==> src/rtl/intacc_pkg.sv <==
package intacc_pkg;

    localparam int unsigned LVL_BITS = 5;
    localparam int unsigned VEC_MAX  = 32;

    typedef logic [LVL_BITS-1:0] lvl_t;

    typedef struct packed {
        logic vld;
        lvl_t lvl;
    } pick_t;

    // lowest set bit among the first n bits of v
    function automatic pick_t lowest_of(input logic [VEC_MAX-1:0] v,
                                        input int unsigned n);
        pick_t r;
        r = '0;
        for (int i = VEC_MAX - 1; i >= 0; i--) begin
            if (i < int'(n) && v[i]) begin
                r.vld = 1'b1;
                r.lvl = lvl_t'(i);
            end
        end
        return r;
    endfunction

    function automatic int unsigned idx_width(input int unsigned n);
        return (n > 1) ? $clog2(n) : 1;
    endfunction

endpackage

==> src/rtl/intacc_claim.sv <==
module intacc_claim
    import intacc_pkg::*;
#(
    parameter int unsigned NCPU = 4,
    parameter int unsigned NINT = 11,
    parameter int unsigned NEXT = 13
) (
    input  logic            clk,
    input  logic            rst,
    input  logic [NEXT-1:0] ext_req_i,
    input  logic [NCPU-1:0] claim_i,
    input  lvl_t            claim_lvl_i [NCPU],
    output logic [NCPU-1:0] grant_o,
    output logic [NEXT-1:0] ext_pend_o
);

    logic [NEXT-1:0] pend_q;
    logic [NEXT-1:0] clr_mask;

    // single token: lowest claimant index wins
    always_comb begin
        grant_o  = '0;
        clr_mask = '0;
        for (int c = NCPU - 1; c >= 0; c--) begin
            if (claim_i[c]) begin
                grant_o  = '0;
                grant_o[c] = 1'b1;
                clr_mask = '0;
                for (int j = 0; j < int'(NEXT); j++) begin
                    if (int'(claim_lvl_i[c]) == j + int'(NINT)) clr_mask[j] = 1'b1;
                end
            end
        end
    end

    always_ff @(posedge clk) begin
        if (rst) pend_q <= '0;
        else     pend_q <= (pend_q & ~clr_mask) | ext_req_i;
    end

    assign ext_pend_o = pend_q;


    one_grant_chk: assert property (@(posedge clk) disable iff (rst)
        $onehot0(grant_o));


    grant_claim_chk: assert property (@(posedge clk) disable iff (rst)
        (grant_o & ~claim_i) == '0);


    clear_taken_chk: assert property (@(posedge clk) disable iff (rst)
        ((|grant_o) && ((ext_req_i & clr_mask) == '0))
        |=> ((pend_q & $past(clr_mask)) == '0));

endmodule

==> src/rtl/intacc_cpu.sv <==
module intacc_cpu
    import intacc_pkg::*;
#(
    parameter int unsigned NLVL = 24,
    parameter int unsigned NINT = 11
) (
    input  logic                 clk,
    input  logic                 rst,
    input  logic [NINT-1:0]      int_set_i,
    input  logic [NLVL-NINT-1:0] ext_pend_i,
    input  logic                 lockout_i,
    input  logic                 grant_i,
    output logic                 claim_o,
    output lvl_t                 claim_lvl_o,
    output logic                 take_o,
    output lvl_t                 take_lvl_o
);

    localparam int unsigned NEXT = NLVL - NINT;

    logic [NINT-1:0]    int_pend_q;
    logic [VEC_MAX-1:0] cand;
    pick_t              best;
    logic               best_int;
    logic               take_now;
    logic [NINT-1:0]    int_clr;

    always_comb begin
        cand = '0;
        cand[NINT-1:0]    = int_pend_q;
        cand[NLVL-1:NINT] = ext_pend_i & {NEXT{~lockout_i}};
    end

    assign best     = lowest_of(cand, NLVL);
    assign best_int = best.vld && (int'(best.lvl) < int'(NINT));
    assign claim_o  = best.vld && !best_int;
    assign claim_lvl_o = best.lvl;
    assign take_now = best_int || (claim_o && grant_i);

    always_comb begin
        int_clr = '0;
        for (int i = 0; i < int'(NINT); i++) begin
            if (best_int && int'(best.lvl) == i) int_clr[i] = 1'b1;
        end
    end

    always_ff @(posedge clk) begin
        if (rst) begin
            int_pend_q <= '0;
            take_o     <= 1'b0;
            take_lvl_o <= '0;
        end else begin
            int_pend_q <= (int_pend_q & ~int_clr) | int_set_i;
            take_o     <= take_now;
            take_lvl_o <= take_now ? best.lvl : '0;
        end
    end


    lock_no_claim_chk: assert property (@(posedge clk) disable iff (rst)
        lockout_i |-> !claim_o);


    int_always_taken_chk: assert property (@(posedge clk) disable iff (rst)
        (int_pend_q != '0) |=> (take_o && int'(take_lvl_o) < int'(NINT)));


    take_has_cause_chk: assert property (@(posedge clk) disable iff (rst)
        take_o |-> $past(cand != '0));

endmodule

==> src/rtl/intacc_cluster.sv <==
module intacc_cluster
    import intacc_pkg::*;
#(
    parameter int unsigned NCPU = 4,
    parameter int unsigned NLVL = 24,
    parameter int unsigned NINT = 11,
    localparam int unsigned NEXT = NLVL - NINT,
    localparam int unsigned CPUW = idx_width(NCPU)
) (
    input  logic                     clk,
    input  logic                     rst,
    input  logic [NCPU*NINT-1:0]     int_req_i,
    input  logic [NEXT-1:0]          ext_req_i,
    input  logic [NCPU-1:0]          lockout_i,
    input  logic [NCPU-1:0]          ipi_send_i,
    input  logic [NCPU*CPUW-1:0]     ipi_dest_i,
    output logic [NCPU-1:0]          take_o,
    output logic [NCPU*LVL_BITS-1:0] take_lvl_o,
    output logic [NCPU-1:0]          claim_o,
    output logic [NCPU-1:0]          grant_o
);

    localparam int unsigned IPI_LVL = NINT - 1;

    logic [NCPU-1:0] ipi_hit;
    logic [NEXT-1:0] ext_pend;
    lvl_t            claim_lvl [NCPU];

    // interprocessor interrupt routing
    always_comb begin
        ipi_hit = '0;
        for (int s = 0; s < int'(NCPU); s++) begin
            if (ipi_send_i[s]) ipi_hit[ipi_dest_i[s*CPUW +: CPUW]] = 1'b1;
        end
    end

    intacc_claim #(.NCPU(NCPU), .NINT(NINT), .NEXT(NEXT)) u_claim (
        .clk        (clk),
        .rst        (rst),
        .ext_req_i  (ext_req_i),
        .claim_i    (claim_o),
        .claim_lvl_i(claim_lvl),
        .grant_o    (grant_o),
        .ext_pend_o (ext_pend)
    );

    for (genvar c = 0; c < NCPU; c++) begin : g_cpu
        logic [NINT-1:0] int_set;
        lvl_t            tlvl;

        always_comb begin
            int_set = int_req_i[c*NINT +: NINT];
            int_set[IPI_LVL] = int_set[IPI_LVL] | ipi_hit[c];
        end

        intacc_cpu #(.NLVL(NLVL), .NINT(NINT)) u_cpu (
            .clk        (clk),
            .rst        (rst),
            .int_set_i  (int_set),
            .ext_pend_i (ext_pend),
            .lockout_i  (lockout_i[c]),
            .grant_i    (grant_o[c]),
            .claim_o    (claim_o[c]),
            .claim_lvl_o(claim_lvl[c]),
            .take_o     (take_o[c]),
            .take_lvl_o (tlvl)
        );

        assign take_lvl_o[c*LVL_BITS +: LVL_BITS] = tlvl;
    end


    ext_take_single_chk: assert property (@(posedge clk) disable iff (rst)
        $countones(grant_o) <= 1);

endmodule

==> config.mk <==
export PLATFORM = sky130hd
export DESIGN_NAME = intacc_cluster
export DESIGN_NICKNAME = d
export VERILOG_FILES = /design/src/rtl/intacc_pkg.sv /design/src/rtl/intacc_claim.sv /design/src/rtl/intacc_cpu.sv /design/src/rtl/intacc_cluster.sv
export SDC_FILE = /design/constraint.sdc
export NUM_CORES = 1
export LEC_CHECK = 0
export BUFFER_PORTS_ARGS = -buffer_cell sky130_fd_sc_hd__buf_2
export CAP_MARGIN = 20
export CORE_MARGIN = 2
export CORE_UTILIZATION = 55
export CTS_CLUSTER_SIZE = 10
export DETAILED_ROUTE_END_ITERATION = 10
export PLACE_DENSITY = 0.81
export RECOVER_POWER = 25
export SYNTH_ARGS = -nofsm -noshare
export SYNTH_HDL_FRONTEND = slang
export SYNTH_SLANG_ARGS = --single-unit
==> constraint.sdc <==
create_clock -name clk -period 3.03 [get_ports clk]
set_input_delay 0.4545 -clock clk [delete_from_list [all_inputs] [get_ports clk]]
set_output_delay 0.4545 -clock clk [all_outputs]
set_load 0.01 [all_outputs]
; Word level (Yosys, flattened, before mapping)
; Cells that the tools add are included.
[word_totals]
reg_bits = 81
wordCells = 439
inputBits = 75
[classes]
n_bitwise = 34
n_lt_le_gt_ge = 12
eq_ne = 92
n_reduce_logical = 76
n_mux = 212
[ops]
columns = operator, count
row1 = 6-bit two-way mux, 96
row2 = 5-bit == test (second input constant), 64
row3 = 1-bit two-way mux, 100
row4 = 5-bit by 4-bit == test with 1-bit output (second input constant), 16
row5 = 13-bit AND, 5
row6 = 1-bit logical AND, 60
row7 = 13-bit two-way mux, 4
row8 = 11-bit AND, 4
row9 = 11-bit inverter, 4
row10 = 11-bit bitwise OR, 4
row11 = 5-bit by 3-bit == test with 1-bit output (second input constant), 8
row12 = 4-bit two-way mux, 8
row13 = 5-bit by 2-bit == test with 1-bit output (second input constant), 4
row14 = 5-bit zero test, 4
row15 = 5-bit by 4-bit < comparator with 1-bit output (second input constant), 4
row16 = 13-bit inverter, 1
row17 = 13-bit bitwise OR, 1
row18 = 2-bit by 3-bit < comparator with 1-bit output (second input constant), 4
row19 = 4-bit bitwise OR, 3
row20 = 1-bit demux with 2-bit select, 4
row21 = 2-bit by 1-bit greater-or-equal comparator with 1-bit output (second input constant), 4
row22 = 1-bit inverter, 8
row23 = 2-bit OR reduction, 4
row24 = 1-bit zero test, 4
row25 = 2 further kinds, 8

; Logic depth before layout (Yosys ltp)
; Gate-level depths: netlist of the first run.
[depth]
depth_word = 38
depth_mapped = 9

; Hierarchy
; From an unflattened synthesis of the first run, not the netlist that was laid out.
[unflattened]
cells_unflattened = 654
hier_area_um2 = 5082.4
[by_module_without_submodules]
columns = module, instances, area_each_um2, cells_per_inst, seq_area_each_um2
row1 = intacc_cpu (g_cpu[1].u_cpu ...), 2, 955.9, 124, 340.3
row2 = intacc_claim, 1, 1023.5, 125, 260.2
row3 = intacc_cpu (g_cpu[3].u_cpu), 1, 1022.2, 133, 340.3
row4 = intacc_cpu (g_cpu[0].u_cpu), 1, 985.9, 125, 340.3
row5 = intacc_cluster, 1, 138.9, 23, 0.0

; Worst setup path before layout of the first run
; OpenSTA, ideal clock, no wires.
[synth_path]
path_kind = register to output
from = reg u_claim.pend_q[1], in the netlist u_claim.ext_pend_o[1]
to = out grant_o[3]
stages_incl_launch_ff = 9
required_time_ps = 2575
arrival_ps = 2149
setup_slack_ps = 427
path_cell_list = dfxtp_1 -> or4_1 -> buf_2 -> nor2_4 -> o32ai_4 -> a211oi_4 -> nand2_1 -> a21oi_1 -> buf_4
[synth_rtl]
columns = item, line_no
row1 = start: declaration, intacc_claim.sv:17  ; logic [NEXT-1:0] pend_q;
row2 = start signal: assignment, intacc_claim.sv:38  ; else pend_q <= (pend_q & ~clr_mask) | ext_req_i;
row3 = 13-bit AND (*), intacc_cpu.sv:31  ; cand[NLVL-1:NINT] = ext_pend_i & {NEXT{~lockout_i}};
row4 = 6-bit two-way mux (*) (13 in a row), intacc_pkg.sv:19  ; if (i < int'(n) && v[i]) begin
row5 = 5-bit by 4-bit < comparator with 1-bit output, intacc_cpu.sv:35  ; assign best_int = best.vld && (int'(best.lvl) < int'(NINT));
row6 = 1-bit logical AND, intacc_cpu.sv:35
row7 = 1-bit zero test, intacc_cpu.sv:36  ; assign claim_o = best.vld && !best_int;
row8 = 1-bit logical AND (*), intacc_cpu.sv:36
row9 = via g_cpu[0].u_cpu.claim_o, intacc_cpu.sv:13  ; output logic claim_o,
row10 = 4-bit two-way mux (*), intacc_claim.sv:25  ; if (claim_i[c]) begin
row11 = end: declaration, intacc_cluster.sv:20  ; output logic [NCPU-1:0] grant_o
; The timed path passes the listed nets; every way through them passes the cells marked *.

; Worst setup path in the final report of the first run
[layout_path]
from = reg g_cpu[0].u_cpu.int_pend_q[2]
to = out grant_o[2]
[layout_between]
elab_chain_cells = 8
[layout_rtl]
columns = item, line_no
row1 = start: declaration, intacc_cpu.sv:21  ; logic [NINT-1:0] int_pend_q;
row2 = start signal: assignment, intacc_cpu.sv:53  ; int_pend_q <= (int_pend_q & ~int_clr) | int_set_i;
row3 = 6-bit two-way mux (*) (3 in a row), intacc_pkg.sv:19
row4 = 5-bit by 4-bit < comparator with 1-bit output, intacc_cpu.sv:35
row5 = 1-bit logical AND, intacc_cpu.sv:35
row6 = 1-bit zero test, intacc_cpu.sv:36
row7 = 1-bit logical AND (*), intacc_cpu.sv:36
row8 = 4-bit two-way mux (*), intacc_claim.sv:25
; Mark *: on every way between the ends. The rest lies on a longest branch, timed or not.

==> out/results.ini, run 1 <==
[cells_and_area]
layout-drive-gt1-share = 0.269
area_growth_pct = 22.2
fill_cells = 739
finish.utilization = 0.697
n_antenna_cell = 0
multi_input_area_um2 = 2790
regArea_um2 = 1640
layout.nets = 811
fin_cells = 846

[routing]
vias_per_cell = 6.28
wl_per_cell_um = 17.9
drt_first_iter_violations = 523
drt-total-wl_um = 15200
drcViolationCount = 0
vias = 5311
postRouteAntennaNets = 0
drtPass1Iterations = 5

[setup_path]
path_max_fanout = 7
slowest_delay_ns = 0.59
endpoint_kind = primary output
path_cells = or4_4 -> a211oi_2 -> o21ai_1 -> o32ai_4 -> buf_4 -> nor3_2 -> buf_2
worstSetupStartpointType = flop
reg2regPathDepth = 10
slowest_stage = or4_4
critical_path_class = flop to primary output
worst-path-buf-inv = 2
crit-reg2reg-capture = g_cpu[2].u_cpu.take_lvl_o[3]$_SDFF_PP0_
cp.depth = 7
cpLargestDelayFamily = compound AO/OA/AOI/OAI gates
ff2ff_setup_slack_ns = 0.20
reg2reg_from = g_cpu[0].u_cpu.int_pend_q[2]$_SDFF_PP0_
crit_arrival_ns = 2.54
required_ns = 2.58

[synth]
synthTopCellsByArea = dfxtp_1 34%, a21oi_1 6.5%, nor2_1 5.9%
synth_area_um2 = 4710
yosysWarnings = 0
synth_area_per_cell_um2 = 7.70
synth_top_area_share = 0.344
yosysSeqAreaShare = 0.344
synth_edf_count = 0
synthCells = 611
synth-seq-cells = 81
synth_fp_nets = 686
synth_top_area_cell = dfxtp_1
synthArstFlopShare = 0
synth-main-ff-cell = dfxtp_1
synth_cell_types = 80

[clock_network]
clkLatencyLatePin_ns = 0.35
cts_buffer_depth = 2
cts_tree = done
clock-sinks = 81
numCtsBuffers = 9
ctsHtreeMaxLevel = 3
ctsHoldBuffers = 0
clockRootBuffer = clkbuf_8
clk_pin_slew_ns = 0.09

[status]
outcome = finished with violations
violations = capacitance limit, slew limit

[global_route]
antenna_found_initial = 0
grt_max_degree = 35
grt_pass1_vias = 4908
grt_remaining_overflow = 0
grt_usage = 0.331
grt_pass1_wl_um = 23800

[sta]
fin_crit_ns = 2.99
hold_viol = 0
worst_pin_slew_ns = 1.68
fin_skew_ns = 0.0135
fmax_ghz = 0.334
fin_setup_tns_ns = 0
relSlewSlack = -0.120
setup_viol_count_final = 0
fin_crit_sh = 0.987
maxSlewViolCount = 35

[placed_design]
hpwlAfterDp_um = 11500
gp_congestion = 0.995
io_buffer_count = 106
dp_cells = 823

[worst_hold_path]
hold_end = g_cpu[3].u_cpu.int_pend_q[3]$_SDFF_PP0_
hp-start = int_req_i[36]
hold_depth = 3
hp-class = primary input to flop

[die]
placeableCoreArea_um2 = 8260
start_util = 0.570
die_w_um = 96.5
num_rows = 33
die_h_um = 96.5
dieArea_um2 = 9310
pin_count = 107

[job]
drv_cap = 1

[pwr]
leakage_nw = 2.39
power_mw = 2.74
powerDensity_nw_per_um2 = 477
peakVddDrop_mv = 0.292

==> report_power, final <==
group	switching, mW	leakage [nW]	internal [mW]
combinational	0.410	1.62	0.280
clock	0.421	0.0929	0.384
sequential	0.105	0.677	1.14
total	0.936	2.39	1.81
==> cells in the mapped netlist, types with 9 or more instances <==
master,number
nor2_1,74
nand2_1,36
nor3_1,18
nand3_1,16
clkbuf_1,12
o21ai_0,39
inv_1,60
a21oi_1,61
nor4_1,19
or3_1,11
nand2b_1,13
nor2b_1,13
dfxtp_1,81
buf_4,12
a31oi_1,9
==> state kept, by name (all words and copies together), names as in the netlist <==
register and count:
g_cpu.u_cpu.take_lvl_o 20, u_claim.ext_pend_o 13, g_cpu.u_cpu.take_o 4, g_cpu.u_cpu.int_pend_q 44
==> worst reg2reg max path: stages, from the launching register on <==
cell,delay (ns)
dfxtp_1,0.42
or4_4,0.59
a211oi_2,0.26
o21ai_1,0.17
o32ai_4,0.30
buf_4,0.23
nor3_2,0.06
buf_4,0.14
buf_4,0.13
o31ai_4,0.32
nor3_1,0.09
==> cell type report <==
class,count,area share
Multi-Input combinational cell,441,0.484
Sequential cell,81,0.284
Timing Repair Buffer,143,0.135
Inverter,60,0.0391
Tap cell,105,0.0228
Clock buffer,10,0.0222
Clock inverter,6,0.0117
==> per-layer routing <==
layer / wire [µm] / GRT usage / share of wire
met2: 6930 / 0.526 / 0.46
met4: 400 / 0.130 / 0.026
met5: 0 / 0 / 0
met3: 1730 / 0.0799 / 0.11
met1: 6110 / 0.433 / 0.40
==> layout by cell type, fill, tap and decap left out, types with 4 or more instances in the layout <==
| master | count |
|---|---|
| a21oi_1 | 60 |
| a31oi_1 | 9 |
| buf_2 | 88 |
| buf_4 | 35 |
| clkbuf_1 | 21 |
| clkbuf_8 | 9 |
| dfxtp_1 | 71 |
| dfxtp_2 | 9 |
| inv_1 | 60 |
| nand2_1 | 35 |
| nand2b_1 | 13 |
| nand3_1 | 16 |
| nand4_1 | 4 |
| nor2_1 | 74 |
| nor2b_1 | 13 |
| nor3_1 | 18 |
| nor3b_1 | 6 |
| nor4_1 | 15 |
| nor4_2 | 5 |
| o21a_1 | 7 |
| o21ai_0 | 39 |
| o21ai_1 | 4 |
| o22ai_1 | 6 |
| o32ai_1 | 5 |
| or2_2 | 5 |
| or3_1 | 11 |
| or4_1 | 5 |
==> through the flow <==
stage / cell area, µm² / setup slack [ns] / hold WS (ns)
after global placement: 5440 / 0.304 / 0.499
final: 5750 / 0.0404 / 0.304
after global routing: 5750 / -0.0525 / 0.298
after detailed placement: 5440 / 0.216 / 0.506
after floorplan: 4710 / 0.427 / 0.473
after CTS: 5660 / 0.000927 / 0.291
==> what timing repair did <==
item,in CTS,in global routing
setup buffers,1,6
endpoints found under the setup margin,2,7
hold endpoints to repair,0,0
resized for setup,7,20
pin swaps,1,8
==> worst max-delay path by stage <==
| stage | startpoint | slack, ns | end |
|---|---|---|---|
| final | g_cpu[0].u_cpu.int_pend_q[2]$_SDFF_PP0_ | 0.04 | grant_o[2] |
| after global placement | g_cpu[0].u_cpu.int_pend_q[3]$_SDFF_PP0_ | 0.30 | grant_o[3] |
| after detailed placement | lockout_i[1] | 0.22 | g_cpu[2].u_cpu.take_lvl_o[3]$_SDFF_PP0_ |
| after CTS | u_claim.ext_pend_o[3]$_SDFF_PP0_ | 0.0009 | grant_o[3] |
| after global routing | u_claim.ext_pend_o[5]$_SDFF_PP0_ | -0.05 | grant_o[2] |
| after floorplan | u_claim.ext_pend_o[1]$_SDFF_PP0_ | 0.43 | grant_o[3] |
==> cells by family (layout without fill, tap and decap cells) <==
kind of cell           after synthesis  in the layout  synth area share
and+or+nand+nor                    245            245             0.283
AOI/OAI and AO/OA                  196            196             0.291
buffers and inverters               89            219            0.0816
DFF                                 81             81             0.344
No activity file was read; power rests on OpenSTA's default activity.
==> inputs of run 2 (changes only) <==
--- a/config.mk
+++ b/config.mk
@@ -9,6 +9,7 @@
 export CAP_MARGIN = 20
 export CORE_MARGIN = 2
 export CORE_UTILIZATION = 55
+export CTS_BUF_LIST = sky130_fd_sc_hd__clkbuf_4
 export CTS_CLUSTER_SIZE = 10
 export DETAILED_ROUTE_END_ITERATION = 10
 export PLACE_DENSITY = 0.81
==> out/results.ini, run 2 (synthesis gave the netlist of run 1 again) <==
[global_route]
grt_pass1_wl_um = 23800
grt_remaining_overflow = 0
grt_usage = 0.334
grt_max_degree = 35
grt_most_used_layer = met2
antenna_found_initial = 1
met3_usage = 0.0729
met2_usage = 0.536
grt_pass1_vias = 4898
use_met1 = 0.430

[routing]
drtPass1Iterations = 7
wl_per_cell_um = 18.0
postRouteAntennaNets = 0
drt-total-wl_um = 15200
vias_per_cell = 6.25
vias = 5298
drcViolationCount = 0
drt_first_iter_violations = 426

[die]
dieArea_um2 = 9310
die_h_um = 96.5
die_w_um = 96.5
num_rows = 33
start_util = 0.570
pin_count = 107
placeableCoreArea_um2 = 8260

[cells_and_area]
largest_reg_flops = 44
final_common_cell = buf_2
layout-drive-gt1-share = 0.280
layout_common_cells = 87 x buf_2, 74 x nor2_1, 68 x dfxtp_1
fill_cells = 738
largest_register = g_cpu.u_cpu.int_pend_q
area_growth_pct = 22.6
layout.nets = 812

[setup_path]
ff2ff_setup_slack_ns = 0.19
path_max_fanout = 7
slowest_stage = a2111oi_0
cpLargestDelayFamily = compound AO/OA/AOI/OAI gates
critical_path_class = flop to primary output
crit-reg2reg-capture = u_claim.ext_pend_o[6]$_SDFF_PP0_
worst-path-buf-inv = 2
reg2regPathDepth = 8
setup.worst_path.start = g_cpu[2].u_cpu.int_pend_q[4]$_SDFF_PP0_
endpoint_kind = primary output
required_ns = 2.58
reg2reg_from = g_cpu[2].u_cpu.int_pend_q[4]$_SDFF_PP0_
path_cells = inv_1 -> a2111oi_0 -> o41ai_1 -> a21oi_1 -> o31a_1 -> nand2_2 -> a21oi_2 -> buf_2
crit_arrival_ns = 2.53
slowest_delay_ns = 0.49
worstSetupStartpointType = flop

[sta]
rsz0062_at_grt = true
setup_ws_ns = 0.0478
fin_crit_ns = 2.98
worst_pin_slew_ns = 1.68
maxSlewViolCount = 35
fin_skew_ns = 0.0187
whs_ns = 0.216
setup_viol_count_final = 0
fin_crit_sh = 0.984
fmax_ghz = 0.335
hold_viol = 0
relSlewSlack = -0.120

[clock_network]
clockRootBuffer = clkbuf_4
ctsHtreeMaxLevel = 3
clkLatencyLatePin_ns = 0.43
clock-sinks = 81
cts_buffer_depth = 2
numCtsBuffers = 9
ctsHoldBuffers = 0
cts_tree = done
clk_pin_slew_ns = 0.15

[placed_design]
hpwlAfterDp_um = 11500
gp_congestion = 0.995
io_buffer_count = 106
pre_cts_slack_ns = 0.216

[pwr]
powerDensity_nw_per_um2 = 455
peakVddDrop_mv = 0.244
leakage_nw = 2.38

[worst_hold_path]
hp-start = int_req_i[12]
hp-class = primary input to flop
hold_depth = 3
hold_end = g_cpu[1].u_cpu.int_pend_q[1]$_SDFF_PP0_

[status]
violations = capacitance limit, slew limit
outcome = finished with violations

[job]
drv_cap = 1

==> run 2: metal layers <==
| metal | wire length (µm) | share of wire |
|---|---|---|
| met3 | 1710 | 0.11 |
| met5 | 0 | 0 |
| met4 | 462 | 0.030 |
| met1 | 6120 | 0.40 |
| met2 | 6950 | 0.46 |
==> run 2: where the power goes <==
group          switching [mW]  total (mW)  internal [mW]
registers               0.106        1.25           1.14
logic                   0.418       0.701          0.283
clock network           0.408       0.672          0.264
==> run 2: stage by stage <==
stage	power, mW	util	cells	TNS [ns]	instance area, µm²
final	2.62	0.699	848	0	5770
after global routing	2.74	0.699	848	-0.117	5770
after CTS	2.58	0.684	841	-0.0193	5650
after detailed placement	1.91	0.658	823	0	5440
after global placement	1.89	0.658	823	0	5440
after floorplan	1.64	-	611	0	4710
==> run 2: how the worst max path moves through the flow <==
stage,endpoint,slack [ns],cells past startpoint
final,grant_o[3],0.05,8
after global placement,grant_o[3],0.30,8
after global routing,grant_o[2],-0.05,7
after floorplan,grant_o[3],0.43,8
after detailed placement,g_cpu[2].u_cpu.take_lvl_o[3]$_SDFF_PP0_,0.22,10
after CTS,grant_o[2],-0.01,8
==> run 2: worst min-delay path, cell delays in order <==
cell	delay, ns
buf_2	0.08
a21oi_1	0.03
nor2_1	0.07
==> run 2: repair_timing <==
action                                 4_1_cts  5_1_grt
endpoints found under the hold margin        0        0
setup endpoints to repair                    4        9
setup buffers                                2        6
resized for setup                           16       27
pin swaps                                    2        6
==> run 2: cell type report <==
class | count | area [µm²] | area share
timing repair buffer | 144 | 796 | 0.138
tap | 105 | 131 | 0.0228
sequential | 81 | 1650 | 0.285
clock buffer | 10 | 75.1 | 0.0130
clock inverter | 6 | 67.6 | 0.0117
multi-input combinational | 441 | 2830 | 0.490
antenna | 1 | 2.50 | 0.000434
inverter | 60 | 225 | 0.0390
==> inputs of run 3 (changes only) <==
--- a/config.mk
+++ b/config.mk
@@ -5,14 +5,15 @@
 export SDC_FILE = /design/constraint.sdc
 export NUM_CORES = 1
 export LEC_CHECK = 0
-export BUFFER_PORTS_ARGS = -buffer_cell sky130_fd_sc_hd__buf_2
 export CAP_MARGIN = 20
+export CORE_ASPECT_RATIO = 1.2
 export CORE_MARGIN = 2
 export CORE_UTILIZATION = 55
 export CTS_BUF_LIST = sky130_fd_sc_hd__clkbuf_4
 export CTS_CLUSTER_SIZE = 10
 export DETAILED_ROUTE_END_ITERATION = 10
-export PLACE_DENSITY = 0.81
+export DONT_BUFFER_PORTS = 1
+export PLACE_DENSITY = 0.7
 export RECOVER_POWER = 25
 export SYNTH_ARGS = -nofsm -noshare
 export SYNTH_HDL_FRONTEND = slang
==> out/results.ini, run 3 (synthesis gave the netlist of run 1 again) <==
[setup_path]
path_cells = a221oi_1 -> buf_4 -> o31a_1 -> a21oi_1 -> o31a_1 -> nand2_1 -> a21oi_2
cpLargestDelayFamily = compound AO/OA/AOI/OAI gates
reg2regPathDepth = 9
required_ns = 2.58
slowest_delay_ns = 0.49
slowest_stage = dfxtp_1
ff2ff_setup_slack_ns = 0.27
crit-reg2reg-capture = u_claim.ext_pend_o[1]$_SDFF_PP0_
critical_path_class = flop to primary output
cp.depth = 7
endpoint_kind = primary output
path_max_fanout = 4
reg2reg_from = u_claim.ext_pend_o[9]$_SDFF_PP0_
crit_arrival_ns = 2.55
crit_path_frequent_cell = o31a_1
worst-path-buf-inv = 1
worstSetupStartpointType = flop

[placed_design]
io_buffer_count = 0
gp_congestion = 1.02
dpl_cell_area_um2 = 4930
hpwlAfterDp_um = 11700

[sta]
rsz0062_at_grt = true
fin_crit_sh = 0.991
fmax_ghz = 0.333
setup_viol_count_final = 0
fin_skew_ns = 0.0166
relSlewSlack = 0.562
maxSlewViolCount = 0
worst_pin_slew_ns = 0.654
fin_crit_ns = 3.00
hold_viol = 0

[routing]
vias = 4790
wl_per_cell_um = 20.3
drt_first_iter_violations = 337
vias_per_cell = 6.40
drt-total-wl_um = 15200
drcViolationCount = 0
postRouteAntennaNets = 0
drtPass1Iterations = 6

[global_route]
grt_remaining_overflow = 0
grt_pass1_vias = 4454
grt_pass1_wl_um = 23200
grt_usage = 0.327
antenna_found_initial = 0
grt_max_degree = 60

[die]
num_rows = 36
pin_count = 107
placeableCoreArea_um2 = 8200
dieArea_um2 = 9320
start_util = 0.574
die_h_um = 105
die_w_um = 88.5

[cells_and_area]
regArea_um2 = 1640
largest_register = g_cpu.u_cpu.int_pend_q
n_antenna_cell = 0
multi_input_area_um2 = 2830
layout.nets = 705
final_common_cell = nor2_1
layout_common_cells = 74 x nor2_1, 72 x dfxtp_1, 60 x inv_1
area_growth_pct = 11.6
layout-drive-gt1-share = 0.181
largest_reg_flops = 44
finish.utilization = 0.641
final_area_um2 = 5250
fill_cells = 797

[clock_network]
cts_tree = done
clkLatencyLatePin_ns = 0.47
clk_pin_slew_ns = 0.12
ctsHtreeMaxLevel = 3
numCtsBuffers = 9
clock-sinks = 81
clockRootBuffer = clkbuf_4
cts_buffer_depth = 2

[status]
outcome = finished clean

[worst_hold_path]
hold_end = g_cpu[0].u_cpu.int_pend_q[3]$_SDFF_PP0_
hp-class = primary input to flop
hp-start = rst
hold_depth = 1

[pwr]
powerDensity_nw_per_um2 = 477
leakage_nw = 1.99
peakVddDrop_mv = 0.346

[job]
drv_cap = 0

[run 3: cell count changes in the layout (fill, tap and decap cells not counted), moves of 2 or more]
cell / previous run / this run
a21oi_1: 60 / 58
a21oi_2: 1 / 3
buf_2: 87 / 0
clkbuf_1: 20 / 0
dfxtp_1: 68 / 72
dfxtp_2: 10 / 7
nand2_1: 34 / 36
nand2_2: 3 / 1
nor4_1: 14 / 12
nor4_2: 5 / 7
[run 3: final cells by class]
class	count	share of cell area
flip-flops and latches	81	0.312
multi-input cells	441	0.539
clock inverters	6	0.0112
repair buffers	37	0.0536
inverters	60	0.0429
clock buffers	10	0.0143
well taps	114	0.0272
[run 3: where the power goes]
group	switching [mW]	total (mW)	internal (mW)
registers	0.114	1.26	1.14
clock network	0.382	0.637	0.255
logic	0.364	0.610	0.246
total	0.860	2.50	1.64
[run 3: worst max-delay path by stage]
stage                                                  from    endpoint
CTS                 g_cpu[0].u_cpu.int_pend_q[3]$_SDFF_PP0_  grant_o[1]
floorplan                  u_claim.ext_pend_o[1]$_SDFF_PP0_  grant_o[3]
finish                     u_claim.ext_pend_o[9]$_SDFF_PP0_  grant_o[3]
global route        g_cpu[2].u_cpu.int_pend_q[4]$_SDFF_PP0_  grant_o[3]
global placement           u_claim.ext_pend_o[1]$_SDFF_PP0_  grant_o[3]
detailed placement         u_claim.ext_pend_o[1]$_SDFF_PP0_  grant_o[3]
[run 3: metal layers]
layer | track usage | share of wire | up-vias
met1 | 0.373 | 0.38 | 2267
met4 | 0.184 | 0.050 | 0
met2 | 0.552 | 0.50 | 208
li1 | - | - | 2264
met3 | 0.0728 | 0.066 | 51
met5 | 0 | 0 | -
[run 3: repair_timing]
item | in CTS | in global routing
pin swaps | 4 | 2
cloned | 0 | 0
buffers inserted | 4 | 1
hold buffers | 0 | 0
gates resized for setup | 20 | 16
setup endpoints to repair | 5 | 3
[run 3: per-stage QoR]
stage          total power [mW]  setup TNS (ns)  hold slack (ns)  setup slack [ns]  std cells
6_report                   2.50               0           0.0436            0.0258        749
5_1_grt                    2.62          -0.145           0.0396            -0.145        749
4_1_cts                    2.49               0           0.0263           0.00737        748
3_5_place_dp               1.83               0            0.490             0.181        728
3_3_place_gp               1.83               0            0.482             0.213        728
2_1_floorplan              1.64               0            0.473             0.427        611
[run 3: worst reg2reg max path, cell delays in order (launching register included)]
cell and delay [ns]:
dfxtp_1 0.49, a221oi_1 0.15, buf_4 0.18, o31a_1 0.35
buf_4 0.17, o41ai_1 0.58, a31oi_1 0.23, buf_4 0.21
o31ai_1 0.24, o2bb2ai_1 0.09
